`config.mk`:
```
export PLATFORM = sky130hd
export DESIGN_NAME = memclk_gen
export DESIGN_NICKNAME = d
export VERILOG_FILES = /design/src/rtl/memclk_gen.sv
export SDC_FILE = /design/constraint.sdc
export NUM_CORES = 1
export LEC_CHECK = 0
export BUFFER_PORTS_ARGS = -buffer_cell sky130_fd_sc_hd__buf_2
export CAP_MARGIN = 20
export CORE_MARGIN = 4
export CORE_UTILIZATION = 45
export DETAILED_ROUTE_END_ITERATION = 12
export PLACE_DENSITY = 0.63
export SYNTH_ARGS = -nofsm -noshare
export SYNTH_HDL_FRONTEND = slang
export SYNTH_SLANG_ARGS = --single-unit
```
`constraint.sdc`:
```
create_clock -name clk -period 5.05 [get_ports clk]
set_input_delay 0.7575 -clock clk [delete_from_list [all_inputs] [get_ports clk]]
set_output_delay 0.7575 -clock clk [all_outputs]
set_load 0.02 [all_outputs]
```
`src/rtl/memclk_gen.sv`:
```
module memclk_gen #(
  parameter int DIV_W = 4
) (
  input  logic             clk,
  input  logic             rst_n,
  input  logic [DIV_W-1:0] div_ratio,
  input  logic             cont_en,
  input  logic             bank1_sync,
  input  logic             xfer_active,
  output logic             mclk_out,
  output logic             mclk_rise
);
  localparam logic [DIV_W-1:0] MIN_DIV = DIV_W'(2);

  logic             running;
  logic [DIV_W-1:0] cnt;
  logic [DIV_W-1:0] per;
  logic [DIV_W-1:0] half;
  logic [DIV_W-1:0] div_eff;
  logic             run_req;
  logic             last;
  logic             start;

  assign run_req = xfer_active | (cont_en & bank1_sync);
  assign div_eff = (div_ratio < MIN_DIV) ? MIN_DIV : div_ratio;
  assign half    = per >> 1;
  assign last    = running && (cnt == per - 1'b1);
  assign start   = run_req && (!running || last);

  always_ff @(posedge clk) begin
    if (!rst_n) begin
      running   <= 1'b0;
      cnt       <= '0;
      per       <= MIN_DIV;
      mclk_out  <= 1'b0;
      mclk_rise <= 1'b0;
    end else if (start) begin
      running   <= 1'b1;
      cnt       <= '0;
      per       <= div_eff;
      mclk_out  <= 1'b1;
      mclk_rise <= 1'b1;
    end else if (last) begin
      running   <= 1'b0;
      cnt       <= '0;
      mclk_out  <= 1'b0;
      mclk_rise <= 1'b0;
    end else if (running) begin
      cnt       <= cnt + 1'b1;
      mclk_out  <= (cnt + 1'b1) < half;
      mclk_rise <= 1'b0;
    end else begin
      mclk_out  <= 1'b0;
      mclk_rise <= 1'b0;
    end
  end
endmodule

```
==> out/metrics.csv, run 1 <==
metric;value;unit
status;finished clean;
CP Data Required Time;5.21;ns
hold path depth;1;
first-pass GRT wire length;2060;um
prevailing post-synth register cell;dfxtp_1;
Hold WC Path Type;reg2reg;
grt total ovfl;0;
Synth Area in Adders;7.84;%
Critical Path End Type;register;
hold path start;per[3];
largest net degree at the start of global routing;15;
pwr/cell area;301;nW/um2
Static Leak;0.315;nW
H-tree depth;1;
vias in the first global route;502;
Ys Warns;0;
Reg clk slew, reported paths;0.07;ns
RSZ-0062 raised after global routing;false;
fraction of layout cells with a size suffix above 1;23.1;%
Worst Path Arrival;1.94;ns
post-CTS sizing;0;
Core Box Area;1320;um2
Tcrit/Tclk final;35.2;%
Max IR drop VDD;0.000209;V
clk sinks;11;
syn_nets;78;
Nets;92;
die height;45.7;um
Fillers;122;
number of I/O port buffers;10;
Via density;5.17;
Placer Congestion;0.741;
maximum fanout along the worst path;6;
Seq cells post-synth;11;
number of flops mapped to enable cells by yosys;0;
Worst R2R Setup Slack;3.27;ns
First DRT Iteration DRCs;6;
site row count;13;
total CTS buffers;3;
Avg Cell Area, Syn;9.82;um2
TritonCTS clock tree;built;
Clock Skews;0.00191;ns
Tmin final;1.78;ns
Worst Max-Slew Pin Slew;0.336;ns
die width;45.7;um
Worst Hold End;per[3];
CTS root buf;clkbuf_4;
postcts setup bufs;0;
ant diodes;0;
Final WS setup;3.27;ns
Boundary Pins;11;
max_slew headroom;77.3;%
Routed Antenna Nets;0;
via count;481;
Initial Util;48.4;%
max-cap viol count;0;
Cell Area, Synth;638;um2
die area;2080;um2
achievable frequency;563;MHz
fraction of the mapped netlist area in simple logic gates;16.1;%
mux cell area share after synthesis;3.14;%
reg2reg path depth;7;
GRT Overall Usage;14.1;%
Yosys cell types;28;
hpwl dp;886;um
commonest non-fill, non-tap cells in the layout;dfxtp_1 (11), buf_2 (10), nor2_1 (6), nand2_1 (6);
hold buffers post-CTS;0;
most common cell after layout, fill and taps aside;dfxtp_1;
Layout area overhead;14.3;%
Setup-failing EPs final;0;
Async SR Flop Fraction;0;%
# DRC;0;
Startpoint Class;register;
deepest clock path buffer count;2;
Finished Cell Area;729;um2
DR WL/cell;12.2;um
reg-to-reg startpoint;per[0];
clock latency on the worst-skew pair;0.27;ns
XOR/XNOR share of the synthesized area;13.3;%
antenna violations before repair;0;
Post-DP Area;703;um2
pre-CTS WS;3.25;ns
Post-Route WL;1140;um
largest family of logic cells by synthesized area;compound AO/OA/AOI/OAI gates;
Post-Syn Instances;65;
Pre-antenna DRT Iters;4;
setup TNS;0;ns
r2r endpoint;cnt[1];
sequential area share after synthesis;34.5;%
Worst Setup Path Type;reg2reg;
Final Max Tran Viols;0;
Synth Area in Compound Gates;22.2;%
Fin. Hold Viols;0;
## sequential cells by signal, indices dropped and copies added (netlist names)
register	count
per	4
mclk_rise	1
running	1
mclk_out	1
cnt	4
## power breakdown
| part | switching [W] | internal (W) |
|---|---|---|
| Clock | 0.0000299 | 0.0000306 |
| Combinational | 0.0000312 | 0.0000280 |
| Sequential | 0.00000616 | 0.0000937 |
| Total | 0.0000673 | 0.000152 |
## area by class of cell
| class | instances | area (um2) | share of cell area, % |
|---|---|---|---|
| sequential | 11 | 220 | 30.2 |
| multi-input combinational | 49 | 399 | 54.7 |
| tap | 15 | 18.8 | 2.57 |
| clock buffer | 4 | 26.3 | 3.60 |
| inverter | 4 | 15.0 | 2.06 |
| timing repair buffer | 10 | 50.0 | 6.86 |
## stage by stage
step / hold WS, ns / total power (W) / util, % / std cells
3_5_place_dp: 0.521 / 0.000161 / 53.4 / 89
2_1_floorplan: 0.491 / 0.000148 / - / 65
3_3_place_gp: 0.522 / 0.000160 / 53.4 / 89
4_1_cts: 0.542 / 0.000222 / 55.4 / 93
5_1_grt: 0.576 / 0.000234 / 55.4 / 93
6_report: 0.545 / 0.000220 / 55.4 / 93
## logic make-up after synthesis
family | count (synthesis)
compound gates | 16
simple gates | 20
xor+xnor | 7
buf+inv | 5
flops | 11
fa+ha+maj | 4
mux | 2
## critical path, stage by stage (launching register included)
cell      delay [ns]
dfxtp_1         0.40
inv_1           0.06
ha_1            0.21
xor3_2          0.26
nor3_4          0.30
a21boi_2        0.15
a22oi_1         0.22
nor2b_1         0.07
## synthesized netlist by cell type (2+ instances only)
cell | instances | area (um2)
a21o_1 | 2 | 15.0
a22oi_1 | 2 | 15.0
a31o_1 | 3 | 26.3
dfxtp_1 | 11 | 220
ha_1 | 4 | 50.1
inv_1 | 4 | 15.0
mux2i_1 | 2 | 20.0
nand2_1 | 6 | 22.5
nor2_1 | 6 | 22.5
nor2b_1 | 4 | 25.0
xnor2_1 | 3 | 26.3
xor2_1 | 2 | 17.5
## routing by layer
metal	global-route usage [%]	vias up	wire length, um
met1	15.8	220	525
met2	24.2	6	542
li1	-	253	-
met5	0	-	0
met3	5.93	2	59
met4	3.51	0	12
## worst max-delay path by stage
stage,startpoint,endpoint,slack (ns)
floorplan,per[0],per[1],3.40
global placement,per[0],cnt[1],3.29
detailed placement,per[0],cnt[1],3.25
CTS,per[0],cnt[1],3.24
global route,per[0],per[0],3.15
finish,per[0],cnt[1],3.27
Power figures use the tool's default switching activity.
==> inputs of run 2 (changes only) <==
--- a/config.mk
+++ b/config.mk
@@ -5,12 +5,13 @@
 export SDC_FILE = /design/constraint.sdc
 export NUM_CORES = 1
 export LEC_CHECK = 0
+export ABC_AREA = 1
 export BUFFER_PORTS_ARGS = -buffer_cell sky130_fd_sc_hd__buf_2
 export CAP_MARGIN = 20
 export CORE_MARGIN = 4
 export CORE_UTILIZATION = 45
 export DETAILED_ROUTE_END_ITERATION = 12
-export PLACE_DENSITY = 0.63
+export PLACE_DENSITY = 0.65
 export SYNTH_ARGS = -nofsm -noshare
 export SYNTH_HDL_FRONTEND = slang
 export SYNTH_SLANG_ARGS = --single-unit
==> constraint.sdc (replaced) <==
create_clock -name clk -period 1.55 [get_ports clk]
set_input_delay 0.2325 -clock clk [delete_from_list [all_inputs] [get_ports clk]]
set_output_delay 0.2325 -clock clk [all_outputs]
set_load 0.02 [all_outputs]
==> run 2 against run 1 <==
- sequential power grew to 3.2 times the previous value
- via count is 37% higher
- first-iteration DRC count is 17% higher
- maximum frequency is 17% higher
- utilization is 8.6 points higher
- combinational power grew to 3.7 times the previous value
- clock power grew to 3.3 times the previous value
- power grew to 3.4 times the previous value
- critical endpoint is now cnt[2]
- largest power group unchanged
- highest routed layer unchanged
==> out/metrics.csv, run 2 <==
metric;value;unit;change
First DRT Iteration DRCs;7;;was 6
Max IR drop VDD;0.000438;V;was 0.000209 V
Critical Path End Type;register;;unchanged
deepest clock path buffer count;2;;unchanged
H-tree depth;1;;unchanged
number of I/O port buffers;10;;unchanged
Ys Warns;0;;unchanged
Placer Congestion;0.764;;was 0.741
pwr/cell area;852;nW/um2;was 301 nW/um2
prevailing post-synth register cell;dfxtp_1;;unchanged
Post-Route WL;1410;um;was 1140 um
Seq cells post-synth;11;;unchanged
first-pass GRT wire length;2440;um;was 2060 um
Routed Antenna Nets;0;;unchanged
most frequent cells after synthesis;nand2_1 (19), nor2_1 (14), dfxtp_1 (11), inv_1 (11), nand3_1 (9);;was dfxtp_1 (11), nand2_1 (6), nor2_1 (6)
Synth Area in Adders;7.31;%;was 7.84%
syn_nets;109;;was 78
pre-CTS WS;-0.0537;ns;was 3.25 ns
vias in the first global route;566;;was 502
Tcrit/Tclk final;97.8;%;was 35.2%
Setup-failing EPs final;0;;unchanged
Static Leak;0.431;nW;was 0.315 nW
Core Box Area;1370;um2;was 1320 um2
mux cell area share after synthesis;1.46;%;was 3.14%
DR WL/cell;10.8;um;was 12.2 um
Hold WC Path Type;in2reg;;was reg2reg
Via density;5.02;;was 5.17
CTS root buf;clkbuf_4;;unchanged
Synth Area in Compound Gates;9.69;%;was 22.2%
Nets;130;;was 92
RSZ-0062 raised after global routing;true;;was false
Worst Path Arrival;1.69;ns;was 1.94 ns
Fin. Hold Viols;0;;unchanged
Tmin final;1.52;ns;was 1.78 ns
number of flops mapped to enable cells by yosys;0;;unchanged
Worst Setup Path Type;reg2reg;;unchanged
largest family of logic cells by synthesized area;simple AND/OR/NAND/NOR gates;;was compound AO/OA/AOI/OAI gates
Top delay family on crit path;simple AND/OR/NAND/NOR gates;;was flip-flops
sequential area share after synthesis;32.2;%;was 34.5%
clk sinks;11;;unchanged
Avg Cell Area, Syn;7.13;um2;was 9.82 um2
Synth area leaders;dfxtp_1 (32%), nand2_1 (10%), nor2_1 (7.7%);;was dfxtp_1 (35%), ha_1 (7.8%), a31o_1 (4.1%)
site row count;13;;unchanged
most common cell after layout, fill and taps aside;nand2_1;;was dfxtp_1
Final WS setup;0.0341;ns;was 3.27 ns
ant diodes;0;;unchanged
fraction of the mapped netlist area in simple logic gates;33.5;%;was 16.1%
Largest regs;cnt x4, per x4;;unchanged
achievable frequency;660;MHz;was 563 MHz
max_slew headroom;72.0;%;was 77.3%
antenna violations before repair;0;;unchanged
Async SR Flop Fraction;0;%;unchanged
hold buffers post-CTS;0;;unchanged
die area;2210;um2;was 2080 um2
status;finished clean;;unchanged
crit path cell chain;inv_2 -> ha_4 -> nor2_2 -> nor2_2 -> nand2_1 -> nor2_2 -> nand2_2 -> nand2_4 -> o21ai_2 -> nand2_2 -> nor2_1;;was inv_1 -> ha_1 -> xor3_2 -> nor3_4 -> a21boi_2 -> a22oi_1 -> nor2b_1
clock latency on the worst-skew pair;0.27;ns;about the same
largest net degree at the start of global routing;10;;was 15
via count;657;;was 481
CP Data Required Time;1.72;ns;was 5.21 ns
Layout area overhead;27.6;%;was 14.3%
TritonCTS clock tree;built;;unchanged
maximum fanout along the worst path;7;;was 6
Synth area leader;dfxtp_1;;unchanged
most used cell, CP;nor2_2;;
Startpoint Class;register;;unchanged
Post-Syn Instances;96;;was 65
Pwr Total;0.000744;W;was 0.000220 W
area share of the leading cell type in the synthesized netlist;32.2;%;was 34.5%
grt total ovfl;0;;unchanged
XOR/XNOR share of the synthesized area;3.84;%;was 13.3%
Yosys cell types;23;;was 28
Critical Path Max Stage Delay;0.33;ns;was 0.40 ns
die width;47;um;was 45.7 um
Reg clk slew, reported paths;0.07;ns;about the same
hpwl dp;1080;um;was 886 um
max-cap viol count;0;;unchanged
GRT Overall Usage;16.0;%;was 14.1%
# DRC;0;;unchanged
Clock Skews;0.000802;ns;was 0.00191 ns
Worst Max-Slew Pin Slew;0.420;ns;was 0.336 ns
Boundary Pins;11;;unchanged
most frequent cell after synthesis;nand2_1;;was dfxtp_1
Cell Area, Synth;684;um2;was 638 um2
total CTS buffers;3;;unchanged
commonest non-fill, non-tap cells in the layout;nand2_1 (18), nor2_1 (10), buf_2 (10);;was dfxtp_1 (11), buf_2 (10), nor2_1 (6), nand2_1 (6)
Initial Util;50.1;%;was 48.4%
fraction of layout cells with a size suffix above 1;38.8;%;was 23.1%
Pre-antenna DRT Iters;4;;unchanged
Worst Path Buf+Inv;1;;unchanged
die height;47;um;was 45.7 um
Final Max Tran Viols;0;;unchanged
CP max stage cell;dfxtp_2;;was dfxtp_1
run 2: cell types whose count changed after synthesis, sizes merged, moves of 4 or more:
cell,previous run,this run
nor2b,4,0
nor2,6,15
a21oi,1,6
nand2,6,23
inv,4,13
nand3,1,9
o21ai,0,4
run 2: worst paths after layout:
kind                             start      to  slack [ns]  cells after the start
worst min-delay path             rst_n  per[1]        0.22                      2
worst max register to register  per[0]  cnt[2]        0.03                     11
worst min register to register  per[3]  per[3]        0.54                      2
worst max-delay path            per[0]  cnt[2]        0.03                     11
run 2: per-layer routing:
metal	share of wire (%)	GRT usage (%)	wire length, um
met2	48	24.1	674
met1	45	20.6	632
met5	0	0	0
met3	4.7	2.30	67
met4	2.9	11.6	41
run 2: through the flow:
step                TNS (ns)  instance area (um2)  hold slack (ns)  instances  util, %
finish                     0                  873            0.219        131     63.9
global route          -0.304                  873            0.241        131     63.9
CTS                        0                  822            0.220        129     60.2
detailed placement    -0.282                  782            0.505        125     57.2
global placement     -0.0637                  782            0.503        125     57.2
floorplan                  0                  684            0.387         96        -
run 2: timing repair:
action / CTS / global route
setup endpoints to repair: 9 / 10
resized for setup: 2 / 13
pin swaps: 4 / 14
buffers inserted: 0 / 2
run 2: cells by family after synthesis:
group | count (synthesis)
buf+inv | 16
simple gates | 50
compound gates | 11
mux | 1
flops | 11
fa+ha+maj | 4
xor+xnor | 3
run 2: layout make-up:
type | instances | area (um2)
clock buffer | 4 | 26.3
fill | 141 | 493
inverter | 14 | 66.3
multi-input combinational | 69 | 427
sequential | 11 | 225
tap | 15 | 18.8
timing repair buffer | 18 | 110
run 2: power by group:
part | switching [W] | internal (W)
Combinational | 0.000115 | 0.000103
Sequential | 0.0000193 | 0.000305
Clock | 0.000102 | 0.0000999
Total | 0.000236 | 0.000508
==> inputs of run 3 (changes only) <==
--- a/config.mk
+++ b/config.mk
@@ -8,10 +8,11 @@
 export ABC_AREA = 1
 export BUFFER_PORTS_ARGS = -buffer_cell sky130_fd_sc_hd__buf_2
 export CAP_MARGIN = 20
+export CORE_ASPECT_RATIO = 0.9
 export CORE_MARGIN = 4
 export CORE_UTILIZATION = 45
 export DETAILED_ROUTE_END_ITERATION = 12
-export PLACE_DENSITY = 0.65
+export PLACE_DENSITY = 0.63
 export SYNTH_ARGS = -nofsm -noshare
 export SYNTH_HDL_FRONTEND = slang
 export SYNTH_SLANG_ARGS = --single-unit
==> constraint.sdc (replaced) <==
create_clock -name clk -period 1.6 [get_ports clk]
set_input_delay 0.24 -clock clk [delete_from_list [all_inputs] [get_ports clk]]
set_output_delay 0.24 -clock clk [all_outputs]
set_load 0.02 [all_outputs]
==> run 3 against run 2 <==
- first-iteration DRC count rose by 140%
- via count fell by 2.7%
- die area is essentially flat
- wire length fell by 4.8%
- hold slack better by 0.018 ns
- register-to-register slack better by 0.09 ns
- final area fell by 4.0%
- clock power shrank 7%
- flip-flop and latch count did not move
- utilization down 6.0 points
- power is 6.5% lower
- count of clock-buffer cells in the layout stayed put
==> out/metrics.csv, run 3 (same netlist as run 2, synthesis figures left out) <==
metric;value;unit;change
Final Max Tran Viols;0;;unchanged
Static Leak;0.433;nW;was 0.431 nW
reg-to-reg startpoint;per[0];;unchanged
status;finished clean;;unchanged
Startpoint Class;register;;unchanged
die area;2210;um2;about the same
First DRT Iteration DRCs;17;;was 7
Core Box Area;1450;um2;was 1370 um2
total CTS buffers;3;;unchanged
site row count;13;;unchanged
Placer Congestion;0.716;;was 0.764
achievable frequency;678;MHz;was 660 MHz
Setup-failing EPs final;0;;unchanged
reg2reg path depth;12;;was 11
pwr/cell area;829;nW/um2;was 852 nW/um2
H-tree depth;1;;unchanged
hold slack;0.237;ns;was 0.219 ns
via count;639;;was 657
Fillers;133;;was 141
clk sinks;11;;unchanged
die width;49.1;um;was 47 um
Worst R2R Setup Slack;0.12;ns;was 0.03 ns
Reg clk slew, reported paths;0.07;ns;about the same
Initial Util;47.3;%;was 50.1%
WL met1;653;um;was 632 um
clock latency on the worst-skew pair;0.26;ns;was 0.27 ns
Layout area overhead;22.5;%;was 27.6%
grt total ovfl;0;;unchanged
# DRC;0;;unchanged
Clock Skews;0.00391;ns;was 0.000802 ns
met3 routed wirelength;77;um;was 67 um
TritonCTS clock tree;built;;unchanged
met2 WL;602;um;was 674 um
Max IR drop VDD;0.000538;V;was 0.000438 V
GRT Overall Usage;14.0;%;was 16.0%
hold path depth;2;;unchanged
max-cap viol count;0;;unchanged
Largest regs;cnt x4, per x4;;unchanged
hold path start;rst_n;;unchanged
Pre-antenna DRT Iters;4;;unchanged
Worst Path Arrival;1.63;ns;was 1.69 ns
CTS root buf;clkbuf_4;;unchanged
Post-Route WL;1350;um;was 1410 um
antenna violations before repair;0;;unchanged
die height;45.0;um;was 47 um
maximum fanout along the worst path;8;;was 7
r2r endpoint;cnt[0];;was cnt[2]
largest net degree at the start of global routing;10;;unchanged
Tmin final;1.48;ns;was 1.52 ns
Via density;4.92;;was 5.02
Worst Hold End;per[1];;unchanged
Hold WC Path Type;in2reg;;unchanged
number of I/O port buffers;10;;unchanged
max_slew headroom;72.7;%;was 72.0%
CP Data Required Time;1.76;ns;was 1.72 ns
highest layer used for signal routing;met4;;unchanged
Worst Setup Path Type;reg2reg;;unchanged
fraction of layout cells with a size suffix above 1;29.6;%;was 38.8%
vias in the first global route;578;;was 566
commonest non-fill, non-tap cells in the layout;nand2_1 (19), nor2_1 (14), inv_1 (11);;was nand2_1 (18), nor2_1 (10), buf_2 (10)
ant diodes;0;;unchanged
Boundary Pins;11;;unchanged
hpwl dp;1080;um;about the same
DR WL/cell;10.4;um;was 10.8 um
Worst Max-Slew Pin Slew;0.409;ns;was 0.420 ns
setup TNS;0;ns;unchanged
hold buffers post-CTS;0;;unchanged
Nets;129;;was 130
most common cell after layout, fill and taps aside;nand2_1;;unchanged
Critical Path End Type;register;;unchanged
deepest clock path buffer count;2;;unchanged
Tcrit/Tclk final;92.2;%;was 97.8%
RSZ-0062 raised after global routing;false;;was true
Fin. Hold Viols;0;;unchanged
first-pass GRT wire length;2360;um;was 2440 um
Routed Antenna Nets;0;;unchanged
==> run 3: repair_timing <==
item                                    CTS  global route
setup buffers                             0             1
endpoints found under the setup margin    0             9
resized for setup                         0             4
==> run 3: how the worst max path moves through the flow <==
stage / endpoint / depth (start not counted) / from
2_1_floorplan: per[1] / 12 / per[0]
3_3_place_gp: cnt[3] / 12 / per[0]
3_5_place_dp: cnt[0] / 12 / per[0]
4_1_cts: cnt[0] / 12 / per[0]
5_1_grt: cnt[1] / 12 / per[0]
6_report: cnt[0] / 12 / per[0]
==> run 3: layout make-up <==
cell class / count / area (um2) / area share [%]
multi-input cells: 69 / 402 / 47.9
flip-flops and latches: 11 / 223 / 26.6
repair buffers: 17 / 103 / 12.2
inverters: 14 / 66.3 / 7.91
clock buffers: 4 / 26.3 / 3.13
well taps: 15 / 18.8 / 2.24
==> run 3: layer usage <==
metal,vias to the layer above,track usage (%)
li1,341,-
met1,277,17.1
met5,-,0
met3,2,3.30
met2,19,23.5
met4,0,6.82
==> run 3: worst max-delay path, cell delays in order, from the launching register on <==
cell	delay, ns
dfxtp_2	0.34
inv_2	0.05
ha_4	0.23
nand2_1	0.06
inv_1	0.03
nor2_1	0.07
nand2_1	0.06
nor2_2	0.09
nand2_2	0.08
nand2_4	0.11
o21ai_2	0.07
nand2_2	0.12
nor2_1	0.05
==> run 3: per-stage QoR <==
stage | cell area, um2 | setup slack [ns] | std cells | power [W] | util [%]
6_report | 838 | 0.125 | 130 | 0.000695 | 57.9
5_1_grt | 838 | 0.00630 | 130 | 0.000748 | 57.9
4_1_cts | 808 | 0.00962 | 129 | 0.000691 | 55.8
3_5_place_dp | 782 | 0.0258 | 125 | 0.000504 | 54.0
3_3_place_gp | 782 | 0.0280 | 125 | 0.000500 | 54.0
2_1_floorplan | 684 | 0.135 | 96 | 0.000454 | -
==> run 3: where the power goes <==
| group | leakage, nW | switching [W] | internal, W |
|---|---|---|---|
| combinational | 0.328 | 0.000106 | 0.0000910 |
| clock | 0.0150 | 0.0000906 | 0.0000964 |
| sequential | 0.0906 | 0.0000167 | 0.000295 |
